### src/rtl/nor_cmd_pkg.sv
package nor_cmd_pkg;

  typedef enum logic [3:0] {
    SQ_IDLE, SQ_U1, SQ_U2, SQ_PROG, SQ_SID, SQ_LOCK, SQ_E3, SQ_E4, SQ_E5
  } seq_t;

  typedef enum logic [3:0] {
    EV_NONE, EV_PROG, EV_SECT, EV_BLK, EV_CHIP, EV_SIDPROG, EV_LOCK,
    EV_ID, EV_CFI, EV_SIDQ, EV_EXIT, EV_RESUME
  } ev_t;

  localparam logic [3:0] RK_PROG = 4'd1;
  localparam logic [3:0] RK_SECT = 4'd2;
  localparam logic [3:0] RK_BLK  = 4'd3;
  localparam logic [3:0] RK_CHIP = 4'd4;
  localparam logic [3:0] RK_SUSP = 4'd5;
  localparam logic [3:0] RK_RES  = 4'd6;
  localparam logic [3:0] RK_SIDP = 4'd7;
  localparam logic [3:0] RK_LOCK = 4'd8;

  localparam logic [1:0] MD_READ = 2'd0;
  localparam logic [1:0] MD_ID   = 2'd1;
  localparam logic [1:0] MD_CFI  = 2'd2;
  localparam logic [1:0] MD_SIDQ = 2'd3;

  localparam logic [11:0] LA_HI = 12'hAAA;
  localparam logic [11:0] LA_LO = 12'h555;

  localparam logic [7:0] CD_AA   = 8'hAA;
  localparam logic [7:0] CD_55   = 8'h55;
  localparam logic [7:0] CD_PROG = 8'hA0;
  localparam logic [7:0] CD_ERAS = 8'h80;
  localparam logic [7:0] CD_SIDP = 8'hA5;
  localparam logic [7:0] CD_LOCK = 8'h85;
  localparam logic [7:0] CD_ID   = 8'h90;
  localparam logic [7:0] CD_CFI  = 8'h98;
  localparam logic [7:0] CD_SIDQ = 8'h88;
  localparam logic [7:0] CD_EXIT = 8'hF0;
  localparam logic [7:0] CD_SECT = 8'h50;
  localparam logic [7:0] CD_BLK  = 8'h30;
  localparam logic [7:0] CD_CHIP = 8'h10;
  localparam logic [7:0] CD_SUSP = 8'hB0;
  localparam logic [7:0] CD_ZERO = 8'h00;

endpackage

### src/rtl/nor_seq_fsm.sv
module nor_seq_fsm
  import nor_cmd_pkg::*;
#(
  parameter int LOW_W  = 12,
  parameter int DATA_W = 8
) (
  input  logic              clk,
  input  logic              rst,
  input  logic              take,
  input  logic [LOW_W-1:0]  lo,
  input  logic [DATA_W-1:0] d,
  output ev_t               ev
);

  localparam logic [LOW_W-1:0] K_HI = LOW_W'(LA_HI);
  localparam logic [LOW_W-1:0] K_LO = LOW_W'(LA_LO);

  seq_t st, nxt;
  logic at_hi, at_lo;

  assign at_hi = (lo == K_HI);
  assign at_lo = (lo == K_LO);

  always_comb begin
    nxt = st;
    ev  = EV_NONE;
    if (take) begin
      nxt = SQ_IDLE;
      case (st)
        SQ_IDLE: begin
          if (at_hi && d == DATA_W'(CD_AA)) nxt = SQ_U1;
          else if (d == DATA_W'(CD_EXIT))   ev  = EV_EXIT;
          else if (d == DATA_W'(CD_BLK))    ev  = EV_RESUME;
        end
        SQ_U1: if (at_lo && d == DATA_W'(CD_55)) nxt = SQ_U2;
        SQ_U2: begin
          if (at_hi) begin
            case (d)
              DATA_W'(CD_PROG): nxt = SQ_PROG;
              DATA_W'(CD_ERAS): nxt = SQ_E3;
              DATA_W'(CD_SIDP): nxt = SQ_SID;
              DATA_W'(CD_LOCK): nxt = SQ_LOCK;
              DATA_W'(CD_ID):   ev  = EV_ID;
              DATA_W'(CD_CFI):  ev  = EV_CFI;
              DATA_W'(CD_SIDQ): ev  = EV_SIDQ;
              DATA_W'(CD_EXIT): ev  = EV_EXIT;
              default:          ev  = EV_NONE;
            endcase
          end
        end
        SQ_PROG: ev = EV_PROG;
        SQ_SID:  ev = EV_SIDPROG;
        SQ_LOCK: if (d == DATA_W'(CD_ZERO)) ev = EV_LOCK;
        SQ_E3:   if (at_hi && d == DATA_W'(CD_AA)) nxt = SQ_E4;
        SQ_E4:   if (at_lo && d == DATA_W'(CD_55)) nxt = SQ_E5;
        SQ_E5: begin
          if (d == DATA_W'(CD_SECT))               ev = EV_SECT;
          else if (d == DATA_W'(CD_BLK))           ev = EV_BLK;
          else if (d == DATA_W'(CD_CHIP) && at_hi) ev = EV_CHIP;
        end
        default: nxt = SQ_IDLE;
      endcase
    end
  end

  always_ff @(posedge clk) begin
    if (rst) st <= SQ_IDLE;
    else     st <= nxt;
  end

  // a broken step never leaves the tracker deeper than the first unlock state
  a_r4_break_resets: assert property (@(posedge clk) disable iff (rst)
    (take && st == SQ_U1 && !(at_lo && d == DATA_W'(CD_55))) |=> (st == SQ_IDLE));

endmodule

### src/rtl/nor_region_chk.sv
module nor_region_chk #(
  parameter int ADDR_W   = 21,
  parameter int SECT_LSB = 12,
  parameter int BLK_LSB  = 16,
  parameter bit TOP_BOOT = 1'b1
) (
  input  logic [ADDR_W-SECT_LSB-1:0] a_sect,
  input  logic [ADDR_W-SECT_LSB-1:0] s_sect,
  input  logic                       s_blk,
  output logic                       in_boot,
  output logic                       in_susp
);

  localparam int SW  = ADDR_W - SECT_LSB;
  localparam int BOF = BLK_LSB - SECT_LSB;

  logic [SW-BOF-1:0] a_blk;
  assign a_blk = a_sect[SW-1:BOF];

  generate
    if (TOP_BOOT) begin : g_top
      assign in_boot = &a_blk;
    end else begin : g_bottom
      assign in_boot = ~|a_blk;
    end
  endgenerate

  assign in_susp = s_blk ? (a_blk == s_sect[SW-1:BOF]) : (a_sect == s_sect);

endmodule

### src/rtl/nor_cmd_decoder.sv
module nor_cmd_decoder
  import nor_cmd_pkg::*;
#(
  parameter int ADDR_W   = 21,
  parameter int DATA_W   = 8,
  parameter int LOW_W    = 12,
  parameter int SECT_LSB = 12,
  parameter int BLK_LSB  = 16,
  parameter bit TOP_BOOT = 1'b1
) (
  input  logic              clk,
  input  logic              rst,
  input  logic              wr_valid,
  input  logic [ADDR_W-1:0] wr_addr,
  input  logic [DATA_W-1:0] wr_data,
  input  logic              wp_n,
  input  logic              busy,
  output logic              req_valid,
  output logic [3:0]        req_kind,
  output logic [ADDR_W-1:0] req_addr,
  output logic [DATA_W-1:0] req_data,
  output logic [1:0]        query_mode,
  output logic              suspended,
  output logic              sid_locked
);

  localparam int SW = ADDR_W - SECT_LSB;
  localparam int BW = ADDR_W - BLK_LSB;

  logic          take;
  ev_t           ev;
  logic          in_boot, in_susp, prot;
  logic          act_erase, act_blk;
  logic [SW-1:0] susp_sect;
  logic          susp_hit;
  logic          issue;
  logic [3:0]    kind;

  assign take = wr_valid && !busy;

  nor_seq_fsm #(.LOW_W(LOW_W), .DATA_W(DATA_W)) seq_i (
    .clk (clk),
    .rst (rst),
    .take(take),
    .lo  (wr_addr[LOW_W-1:0]),
    .d   (wr_data),
    .ev  (ev)
  );

  nor_region_chk #(
    .ADDR_W(ADDR_W), .SECT_LSB(SECT_LSB), .BLK_LSB(BLK_LSB), .TOP_BOOT(TOP_BOOT)
  ) reg_i (
    .a_sect (wr_addr[ADDR_W-1:SECT_LSB]),
    .s_sect (susp_sect),
    .s_blk  (act_blk),
    .in_boot(in_boot),
    .in_susp(in_susp)
  );

  assign prot     = !wp_n && in_boot;
  assign susp_hit = wr_valid && busy && !suspended && act_erase &&
                    (wr_data == DATA_W'(CD_SUSP));

  always_comb begin
    issue = 1'b0;
    kind  = 4'd0;
    case (ev)
      EV_PROG:    if (!prot && !(suspended && in_susp)) begin issue = 1'b1; kind = RK_PROG; end
      EV_SECT:    if (!prot && !suspended) begin issue = 1'b1; kind = RK_SECT; end
      EV_BLK:     if (!prot && !suspended) begin issue = 1'b1; kind = RK_BLK; end
      EV_CHIP:    if (wp_n && !suspended) begin issue = 1'b1; kind = RK_CHIP; end
      EV_SIDPROG: if (!sid_locked) begin issue = 1'b1; kind = RK_SIDP; end
      EV_LOCK:    begin issue = 1'b1; kind = RK_LOCK; end
      EV_RESUME:  if (suspended) begin issue = 1'b1; kind = RK_RES; end
      default:    issue = 1'b0;
    endcase
    if (susp_hit) begin
      issue = 1'b1;
      kind  = RK_SUSP;
    end
  end

  always_ff @(posedge clk) begin
    if (rst) begin
      req_valid  <= 1'b0;
      req_kind   <= 4'd0;
      req_addr   <= '0;
      req_data   <= '0;
      query_mode <= MD_READ;
      suspended  <= 1'b0;
      sid_locked <= 1'b0;
      act_erase  <= 1'b0;
      act_blk    <= 1'b0;
      susp_sect  <= '0;
    end else begin
      req_valid <= issue;
      if (issue) begin
        req_kind <= kind;
        req_addr <= wr_addr;
        req_data <= wr_data;
      end
      case (ev)
        EV_ID:   query_mode <= MD_ID;
        EV_CFI:  query_mode <= MD_CFI;
        EV_SIDQ: query_mode <= MD_SIDQ;
        EV_EXIT: query_mode <= MD_READ;
        default: query_mode <= query_mode;
      endcase
      if (susp_hit) suspended <= 1'b1;
      else if (issue && kind == RK_RES) suspended <= 1'b0;
      if (issue && kind == RK_LOCK) sid_locked <= 1'b1;
      if (issue && !suspended) begin
        if (kind == RK_PROG || kind == RK_CHIP) begin
          act_erase <= 1'b0;
        end else if (kind == RK_SECT || kind == RK_BLK) begin
          act_erase <= 1'b1;
          act_blk   <= (kind == RK_BLK);
          susp_sect <= wr_addr[ADDR_W-1:SECT_LSB];
        end
      end
    end
  end

  logic [BW-1:0] req_blk;
  logic          req_boot;
  assign req_blk  = req_addr[ADDR_W-1:BLK_LSB];
  assign req_boot = TOP_BOOT ? (req_blk == {BW{1'b1}}) : (req_blk == {BW{1'b0}});

  // busy blocks everything except a suspend write
  a_r6_busy_ignored: assert property (@(posedge clk) disable iff (rst)
    (busy && wr_valid && wr_data != DATA_W'(CD_SUSP)) |=> !req_valid);

  // chip erase only with protection released
  a_r9_chip_wp: assert property (@(posedge clk) disable iff (rst)
    (req_valid && req_kind == RK_CHIP) |-> $past(wp_n));

  // boot block writes only with protection released
  a_r9_boot_guard: assert property (@(posedge clk) disable iff (rst)
    (req_valid && req_boot &&
     (req_kind == RK_PROG || req_kind == RK_SECT || req_kind == RK_BLK)) |-> $past(wp_n));

  // resume only out of a suspended state
  a_r7_resume_src: assert property (@(posedge clk) disable iff (rst)
    (req_valid && req_kind == RK_RES) |-> (!suspended && $past(suspended)));

  // suspend only while an operation was busy
  a_r7_suspend_src: assert property (@(posedge clk) disable iff (rst)
    (req_valid && req_kind == RK_SUSP) |-> (suspended && $past(busy)));

  // the lock is sticky
  a_r10_lock_sticky: assert property (@(posedge clk) disable iff (rst)
    sid_locked |=> sid_locked);

endmodule

### config.mk
export PLATFORM = sky130hd
export DESIGN_NAME = nor_cmd_decoder
export DESIGN_NICKNAME = d
export VERILOG_FILES = /design/src/rtl/nor_cmd_pkg.sv /design/src/rtl/nor_seq_fsm.sv /design/src/rtl/nor_region_chk.sv /design/src/rtl/nor_cmd_decoder.sv
export SDC_FILE = /design/constraint.sdc
export NUM_CORES = 1
export LEC_CHECK = 0
export BUFFER_PORTS_ARGS = -buffer_cell sky130_fd_sc_hd__clkbuf_2
export CAP_MARGIN = 5
export CORE_AREA = 2 2 82 84
export DETAILED_ROUTE_END_ITERATION = 8
export DIE_AREA = 0 0 84 86
export MAX_ROUTING_LAYER = met4
export PLACE_DENSITY = 0.83
export SLEW_MARGIN = 20
export SYNTH_ARGS = -nofsm -noshare
export SYNTH_HDL_FRONTEND = slang
export SYNTH_SLANG_ARGS = --single-unit
### constraint.sdc
create_clock -name clk -period 3.1 [get_ports clk]
set_input_delay 0.62 -clock clk [delete_from_list [all_inputs] [get_ports clk]]
set_output_delay 0.62 -clock clk [all_outputs]
set_load 0.01 [all_outputs]
==> impl_metrics.yaml, run 1 <==
finish:
  layout_common_cells: "71 x clkbuf_2, 53 x dfxtp_1, 42 x a21oi_1"
  fill_cells: 564
  synthToLayoutAreaGrowth_pct: 19.7
  final_common_cell: "clkbuf_2"
  nets: 459
  insertedDiodeCount: 0
  layout-drive-gt1-share_pct: 26.8
  fin_util_pct: 57.9
timing:
  layout_min_cycle_time_ns: 2.87
  fin_setup_tns_ns: 0
  fin_skew_ns: 0.00929
  worst_slew_pin_slew_ns: 0.850
  rsz0062_at_grt: "false"
  max_slew_margin_pct: 41.9
  setup_ws_ns: 0.227
  drv_slew: 0
  finalSetupViolCount: 0
  fmax_ghz: 0.348
  whs_ns: 0.464
  hold_viol: 0
  period_share_pct: 92.7
floorplanning:
  die-area_sq_um: 7220
  rows: 29
  die_h_um: 86
  initial_core_util_pct: 48.4
  die_x_um: 84
  coreArea_sq_um: 6280
  io-pin-count: 72
clock_network:
  cts_buffer_depth: 2
  hold_buffers: 0
  cts.reportedPaths.clkPinSlew_ns: 0.10
  insertion_delay_ns: 0.31
  cts_buffers: 5
  tritoncts: "built"
  cts-root-buf: "clkbuf_8"
  cts_max_level: 2
  cts.sinks: 53
place:
  io_buffers: 71
  dp_hpwl_um: 5560
  place_worst_setup_slack_ns: 0.00281
  place_congestion: 0.928
setup_path:
  worstReg2RegStart: "seq_i.st[3]"
  end_kind: "flop"
  critPathMaxFanout: 17
  rrSetupSlack_ns: 0.26
  crit_path_max_incr_delay_ns: 0.51
  worstPathRequired_ns: 3.33
  start_kind: "input port"
  arrival_ns: 3.10
  rr_endpoint: "req_addr[19]"
  crit_chain: "clkbuf_2 -> and4bb_1 -> nand4_1 -> a2111oi_0 -> o21ai_0 -> nor4b_1 -> buf_4 -> a211oi_4 -> buf_4 -> a21bo_1 -> a21oi_1"
  cp_common_cell: "buf_4"
  reg2reg_depth: 10
  path_delay_family: "compound AO/OA/AOI/OAI gates"
  setup.worst_path.class: "in2reg"
  critPathSlowestCell: "a2111oi_0"
  path_buf_inv: 3
power:
  p_seq_share_pct: 57.8
  p_total_mw: 1.18
  pwr-share-comb_pct: 9.5
  pwr-share-clk_pct: 32.6
  p_leak_nw: 1.37
  vdd_drop_max_v: 0.000186
  power_switching_uw: 291
  power_density_nw_per_um2: 325
  intPower_uw: 891
  switching_share_pct: 24.7
drt:
  avgViaCountPerCell: 5.79
  postRouteAntennaNets: 0
  dr.pass1.iters: 5
  wl_per_cell_um: 14.9
  dr_total_vias: 2913
  drc: 0
  drt_wl_total_um: 7520
  drtIter0Drc: 147
global_route:
  grt_pass1_wl_um: 12700
  grt_antenna_before_repair: 0
  grt_overflow: 0
  grt_max_degree: 46
  track_usage_pct: 21.7
  grt_pass1_vias: 2755
hold_path:
  min_path_type: "reg2reg"
  hold_path_depth: 2
  min_to: "req_kind[2]"
  hp-start: "req_kind[2]"
synth:
  synth_top_flop_cell: "dfxtp_1"
  ys_types: 62
  synthArstFlopShare_pct: 0
  ys_ff_latch: 53
  yosys_warnings: 0
  synth_seq_area_share_pct: 34.9
  synth_nets: 389
  synthCells: 355
  avgSynthCellArea_sq_um: 8.56
  syn_area_sq_um: 3040
  synth-edff-count: 0
status:
  status: "complete, no violations"
flow_run:
  cap_viol_max_count: 0
[stage by stage]
| stage | area, sq um | instances |
|---|---|---|
| after floorplan | 3040 | 355 |
| after detailed placement | 3540 | 495 |
| after global placement | 3540 | 495 |
| after CTS | 3630 | 503 |
| final | 3640 | 503 |
| after global routing | 3640 | 503 |
[worst reg2reg max path, cell delays in order, from the launching register on]
cell,delay (ns)
dfxtp_1,0.46
nand4bb_1,0.40
nor4_1,0.41
a21oi_1,0.16
and2_1,0.24
nor4b_1,0.28
buf_4,0.19
a211oi_4,0.04
buf_4,0.21
a21bo_1,0.20
a21oi_1,0.16
[Yosys cell counts, types with 4 or more instances]
master / count / area share [%]
nor3_1: 4 / 0.66
nand2b_1: 5 / 1.0
nor4_1: 4 / 0.82
inv_1: 4 / 0.49
mux2i_1: 11 / 3.6
nand4_1: 8 / 1.6
nor3b_1: 4 / 0.99
and2_1: 4 / 0.82
clkbuf_1: 16 / 2.0
buf_2: 6 / 0.99
dfxtp_1: 53 / 35
buf_4: 4 / 0.99
a21oi_1: 42 / 6.9
o21ai_0: 6 / 0.99
nor2_1: 30 / 3.7
nand3_1: 37 / 6.1
xnor2_1: 12 / 3.5
nand2_1: 11 / 1.4
a21bo_1: 27 / 8.9
[state kept, by name, summed over array words and instances (netlist names)]
register,count
query_mode,2
susp_sect,9
req_data,8
req_kind,4
req_valid,1
suspended,1
act_erase,1
seq_i.st,4
act_blk,1
sid_locked,1
req_addr,21
[worst max-delay path by stage]
stage	from	to	slack, ns	cells past startpoint
6_report	wr_addr[10]	req_addr[19]	0.23	11
2_1_floorplan	wr_data[0]	req_addr[10]	0.11	10
5_1_grt	seq_i.st[3]	req_addr[19]	0.06	10
3_5_place_dp	wr_data[6]	req_addr[19]	0.003	11
3_3_place_gp	wr_addr[10]	req_data[0]	0.08	10
4_1_cts	seq_i.st[2]	req_addr[19]	0.29	9
[cells by family after synthesis]
group,count (synthesis),synth area share [%]
flops,53,34.9
xor+xnor,13,3.75
mux,12,4.00
compound gates,103,24.6
buf+inv,33,5.07
simple gates,141,27.7
[what timing repair did]
| action | CTS | global route |
|---|---|---|
| buffers inserted | 0 | 0 |
| endpoints found under the setup margin | 0 | 14 |
| resized for setup | 0 | 1 |
| hold endpoints to repair | 0 | 0 |
[power by group through the flow]
| stage | sequential (mW) | combinational, mW | clock (mW) |
|---|---|---|---|
| floorplan | 0.700 | 0.0589 | 0 |
| detailed placement | 0.700 | 0.111 | 0 |
| global placement | 0.700 | 0.109 | 0 |
| finish | 0.684 | 0.113 | 0.386 |
| CTS | 0.684 | 0.112 | 0.394 |
| global route | 0.684 | 0.123 | 0.425 |
[routing by layer]
| layer | up-vias | track usage [%] | wire [um] |
|---|---|---|---|
| li1 | 1451 | - | - |
| met1 | 1355 | 26.9 | 3330 |
| met2 | 85 | 35.6 | 3610 |
| met3 | 22 | 4.52 | 394 |
| met4 | 0 | 7.18 | 186 |
| met5 | - | - | 0 |
[final cells by class]
| type | count | area [sq um] | area share, % |
|---|---|---|---|
| Multi-Input combinational cell | 269 | 1840 | 50.6 |
| Sequential cell | 53 | 1060 | 29.2 |
| Inverter | 4 | 15.0 | 0.413 |
| Tap cell | 77 | 96.3 | 2.65 |
| Clock buffer | 6 | 72.6 | 2.00 |
| Clock inverter | 2 | 15.0 | 0.413 |
| Timing Repair Buffer | 92 | 538 | 14.8 |
Power figures use the tool's default switching activity.
==> inputs of run 2 (changes only) <==
MAX_ROUTING_LAYER = default   (was met4)
==> impl_metrics.yaml, run 2 (synthesis results as in run 1) <==
status:
  status: "complete, no violations"
floorplanning:
  die-area_sq_um: 7220
  rows: 29
  die_x_um: 84
  die_h_um: 86
  io-pin-count: 72
  coreArea_sq_um: 6280
  initial_core_util_pct: 48.4
place:
  place_congestion: 0.894
  place_area_sq_um: 3540
  io_buffers: 71
  dp_hpwl_um: 5770
setup_path:
  worstReg2RegStart: "seq_i.st[2]"
  reg2reg_depth: 11
  rrSetupSlack_ns: 0.28
  critPathMaxFanout: 45
  end_kind: "flop"
  start_kind: "input port"
  worstPathRequired_ns: 3.26
  rr_endpoint: "req_data[0]"
  arrival_ns: 3.00
  setup.worst_path.class: "in2reg"
clock_network:
  cts.reportedPaths.clkPinSlew_ns: 0.10
  post-cts-setup-buffers: 0
  cts_buffers: 5
  cts_max_level: 2
  cts.sinks: 53
  cts_buffer_depth: 2
  tritoncts: "built"
  insertion_delay_ns: 0.31
  cts-root-buf: "clkbuf_8"
  cts-resized-gates: 0
  hold_buffers: 0
finish:
  layout_common_cells: "71 x clkbuf_2, 53 x dfxtp_1, 42 x a21oi_1"
  synthToLayoutAreaGrowth_pct: 19.4
  reg.largest.list: "req_addr (21), susp_sect (9), req_data (8)"
  final_common_cell: "clkbuf_2"
  insertedDiodeCount: 0
  top_register: "req_addr"
  nets: 459
  largest_register_ffs: 21
  fin_util_pct: 57.8
  layout-drive-gt1-share_pct: 26.8
  finish.instance_area_sq_um: 3630
drt:
  wl_per_cell_um: 15.3
  avgViaCountPerCell: 5.83
  wl_met2_um: 3730
  drtIter0Drc: 186
  top_layer: "met4"
  dr_total_vias: 2933
  dr.pass1.iters: 4
  drc: 0
  met1_length_um: 3410
  routed-wl-met3_um: 386
  postRouteAntennaNets: 0
  drt_wl_total_um: 7700
power:
  p_leak_nw: 1.37
  intPower_uw: 890
  switching_share_pct: 24.8
  power_switching_uw: 293
  pwr-share-clk_pct: 32.8
  power_density_nw_per_um2: 326
  vdd_drop_max_v: 0.000215
  p_seq_share_pct: 57.8
  pwr-share-comb_pct: 9.5
global_route:
  grt_overflow: 0
  grt_pass1_vias: 2823
  grt_antenna_before_repair: 0
  grt_pass1_wl_um: 12900
  grt_max_degree: 46
  track_usage_pct: 21.6
timing:
  period_share_pct: 91.6
  fin_setup_tns_ns: 0
  fmax_ghz: 0.352
  drv_slew: 0
  rsz0062_at_grt: "false"
  worst_slew_pin_slew_ns: 0.863
  fin_skew_ns: 0.00962
  layout_min_cycle_time_ns: 2.84
  finalSetupViolCount: 0
  max_slew_margin_pct: 41.0
  hold_viol: 0
hold_path:
  hp-start: "req_addr[10]"
  min_to: "req_addr[10]"
  hold_path_depth: 2
  min_path_type: "reg2reg"
flow_run:
  cap_viol_max_count: 0
-- run 2: how the worst max path moves through the flow --
stage | slack [ns] | start | depth (start not counted) | to
floorplan | 0.11 | wr_data[0] | 10 | req_addr[10]
global placement | 0.08 | wr_addr[10] | 10 | req_data[0]
detailed placement | -0.003 | wr_addr[4] | 10 | req_data[0]
CTS | 0.31 | wr_addr[10] | 10 | req_data[0]
global route | 0.11 | seq_i.st[2] | 10 | req_data[4]
finish | 0.26 | wr_addr[10] | 10 | req_data[0]
-- run 2: final cells by class --
| type | count | area, sq um |
|---|---|---|
| Tap cell | 77 | 96.3 |
| Fill cell | 560 | 2650 |
| Multi-Input combinational cell | 269 | 1830 |
| Sequential cell | 53 | 1060 |
| Inverter | 4 | 15.0 |
| Clock buffer | 6 | 72.6 |
| Clock inverter | 2 | 15.0 |
| Timing Repair Buffer | 92 | 538 |
-- run 2: critical path, stage by stage --
cell and delay (ns):
clkbuf_2 0.10, and4bb_1 0.29, nand4_1 0.26, or4_1 0.62, and2_1 0.22, and4_4 0.17
nor3b_4 0.25, buf_12 0.24, a21bo_1 0.16, a21oi_1 0.07
-- run 2: stage by stage --
stage,total power [mW],worst slack (ns),std cells,hold WS (ns)
final,1.18,0.260,503,0.469
after global placement,0.807,0.0840,495,0.440
after detailed placement,0.810,-0.00270,495,0.459
after floorplan,0.759,0.110,355,0.461
after global routing,1.23,0.107,503,0.495
after CTS,1.20,0.313,503,0.473
-- run 2: per-layer routing --
layer	global-route usage, %	up-vias
met5	0	-
met4	8.65	0
met3	4.23	18
met2	36.1	89
met1	27.4	1377
li1	-	1449
-- run 2: power by group through the flow --
stage | sequential (mW) | clock (mW) | combinational [mW]
floorplan | 0.700 | 0 | 0.0589
global placement | 0.700 | 0 | 0.108
detailed placement | 0.700 | 0 | 0.111
CTS | 0.684 | 0.400 | 0.111
global route | 0.684 | 0.419 | 0.122
finish | 0.684 | 0.388 | 0.112
==> inputs of run 3 (changes only) <==
CORE_AREA = 2 2 78 80   (was 2 2 82 84)
DIE_AREA = 0 0 80 82   (was 0 0 84 86)
PLACE_DENSITY = 0.86   (was 0.83)
clock period = 3.5 ns   (was 3.1 ns; I/O delays follow)
==> impl_metrics.yaml, run 3 (synthesis results as in run 1) <==
timing:
  worst_slew_pin_slew_ns: 0.834
  layout_min_cycle_time_ns: 3.01
  max_slew_margin_pct: 43.0
  hold_viol: 0
  period_share_pct: 86.1
  finalSetupViolCount: 0
  rsz0062_at_grt: "false"
  fin_setup_tns_ns: 0
  fin_skew_ns: 0.00529
  drv_slew: 0
  fmax_ghz: 0.332
finish:
  insertedDiodeCount: 0
  synthToLayoutAreaGrowth_pct: 16.6
  nets: 449
  reg.largest.list: "req_addr (21), susp_sect (9), req_data (8)"
  fill_cells: 519
  layout_common_cells: "71 x clkbuf_2, 53 x dfxtp_1, 42 x a21oi_1"
  top_register: "req_addr"
  multi_input_area_sq_um: 1830
  final_common_cell: "clkbuf_2"
  layout-drive-gt1-share_pct: 25.2
  seqCellArea_sq_um: 1060
  largest_register_ffs: 21
floorplanning:
  coreArea_sq_um: 5750
  io-pin-count: 72
  die-area_sq_um: 6560
  rows: 28
  die_x_um: 80
  initial_core_util_pct: 52.9
  die_h_um: 82
clock_network:
  post-cts-setup-buffers: 0
  cts-root-buf: "clkbuf_8"
  hold_buffers: 0
  insertion_delay_ns: 0.31
  tritoncts: "built"
  cts_buffer_depth: 2
  cts_buffers: 5
  cts.sinks: 53
  cts_max_level: 2
  cts.reportedPaths.clkPinSlew_ns: 0.10
  cts-resized-gates: 0
drt:
  drc: 0
  drt_wl_total_um: 7670
  dr.pass1.iters: 4
  avgViaCountPerCell: 5.92
  met1_length_um: 3350
  wl_met2_um: 3760
  routed-wl-met3_um: 314
  drtIter0Drc: 121
  dr_total_vias: 2905
  postRouteAntennaNets: 0
  wl_per_cell_um: 15.6
  top_layer: "met4"
flow_run:
  cap_viol_max_count: 0
setup_path:
  start_kind: "input port"
  path_delay_family: "simple AND/OR/NAND/NOR gates"
  end_kind: "flop"
  setup.worst_path.class: "in2reg"
  critPathMaxFanout: 23
  crit_path_max_incr_delay_ns: 0.58
  worstPathRequired_ns: 3.74
  crit_chain: "clkbuf_2 -> nor4_4 -> nand3b_2 -> or4_1 -> and2_1 -> and4_4 -> nor3b_4 -> buf_4 -> nand3_1 -> a31oi_1"
  critPathSlowestCell: "or4_1"
  arrival_ns: 3.26
  path_buf_inv: 2
global_route:
  grt_pass1_vias: 2663
  track_usage_pct: 23.7
  grt_pass1_wl_um: 12400
  grt_antenna_before_repair: 0
  grt_overflow: 0
  grt_max_degree: 40
status:
  status: "complete, no violations"
place:
  dp_hpwl_um: 5610
  place_congestion: 0.927
  io_buffers: 71
power:
  p_total_mw: 1.06
  vdd_drop_max_v: 0.000156
  power_density_nw_per_um2: 301
  p_leak_nw: 1.32
hold_path:
  min_path_type: "reg2reg"
run 3: cell count changes in the layout (fill, tap and decap cells not counted), sizes merged:
cell / previous run / this run
buf: 21 / 11
clkbuf: 77 / 76
clkinv: 0 / 1
clkinvlp: 2 / 1
inv: 4 / 5
run 3: worst register-to-register path: stages (launching register included):
cell and delay [ns]:
dfxtp_1 0.65, nand4bb_1 0.31, a2111oi_0 0.56, o21ai_0 0.22, nor4b_1 0.33, buf_4 0.19, a211oi_4 0.04, buf_4 0.22
a21bo_1 0.22, a21oi_1 0.13
run 3: stage by stage:
stage / cells / area, sq um / util [%] / worst slack [ns] / hold WS [ns]
after global routing: 491 / 3540 / 61.6 / 0.296 / 0.491
final: 491 / 3540 / 61.6 / 0.487 / 0.462
after global placement: 483 / 3450 / 60.1 / 0.263 / 0.441
after detailed placement: 483 / 3450 / 60.1 / 0.171 / 0.453
after floorplan: 355 / 3040 / - / 0.430 / 0.461
after CTS: 491 / 3540 / 61.6 / 0.510 / 0.468
run 3: area by class of cell:
| type | instances | area share [%] |
|---|---|---|
| clock buffers | 5 | 1.94 |
| clock inverters | 3 | 0.601 |
| inverters | 4 | 0.424 |
| multi-input cells | 269 | 51.7 |
| flip-flops and latches | 53 | 30.0 |
| well taps | 75 | 2.65 |
| repair buffers | 82 | 12.7 |
run 3: metal layers:
| layer | track usage, % | up-vias |
|---|---|---|
| met5 | 0 | - |
| met4 | 11.0 | 0 |
| li1 | - | 1428 |
| met1 | 29.6 | 1380 |
| met2 | 39.3 | 74 |
| met3 | 4.95 | 23 |
run 3: final timing paths:
path / from / to / slack, ns / cells past startpoint
max: wr_data[0] / req_kind[0] / 0.49 / 10
min: req_kind[2] / req_kind[2] / 0.46 / 2
max reg2reg: seq_i.st[1] / req_addr[13] / 0.53 / 9
min reg2reg: req_kind[2] / req_kind[2] / 0.46 / 2
run 3: where the power goes:
group          total (mW)  switching [mW]  internal (mW)  leakage, nW
Combinational      0.0951          0.0560         0.0391        0.846
Sequential          0.606         0.00112          0.604        0.427
Clock               0.364           0.221          0.143       0.0445
Total                1.06           0.278          0.786         1.32
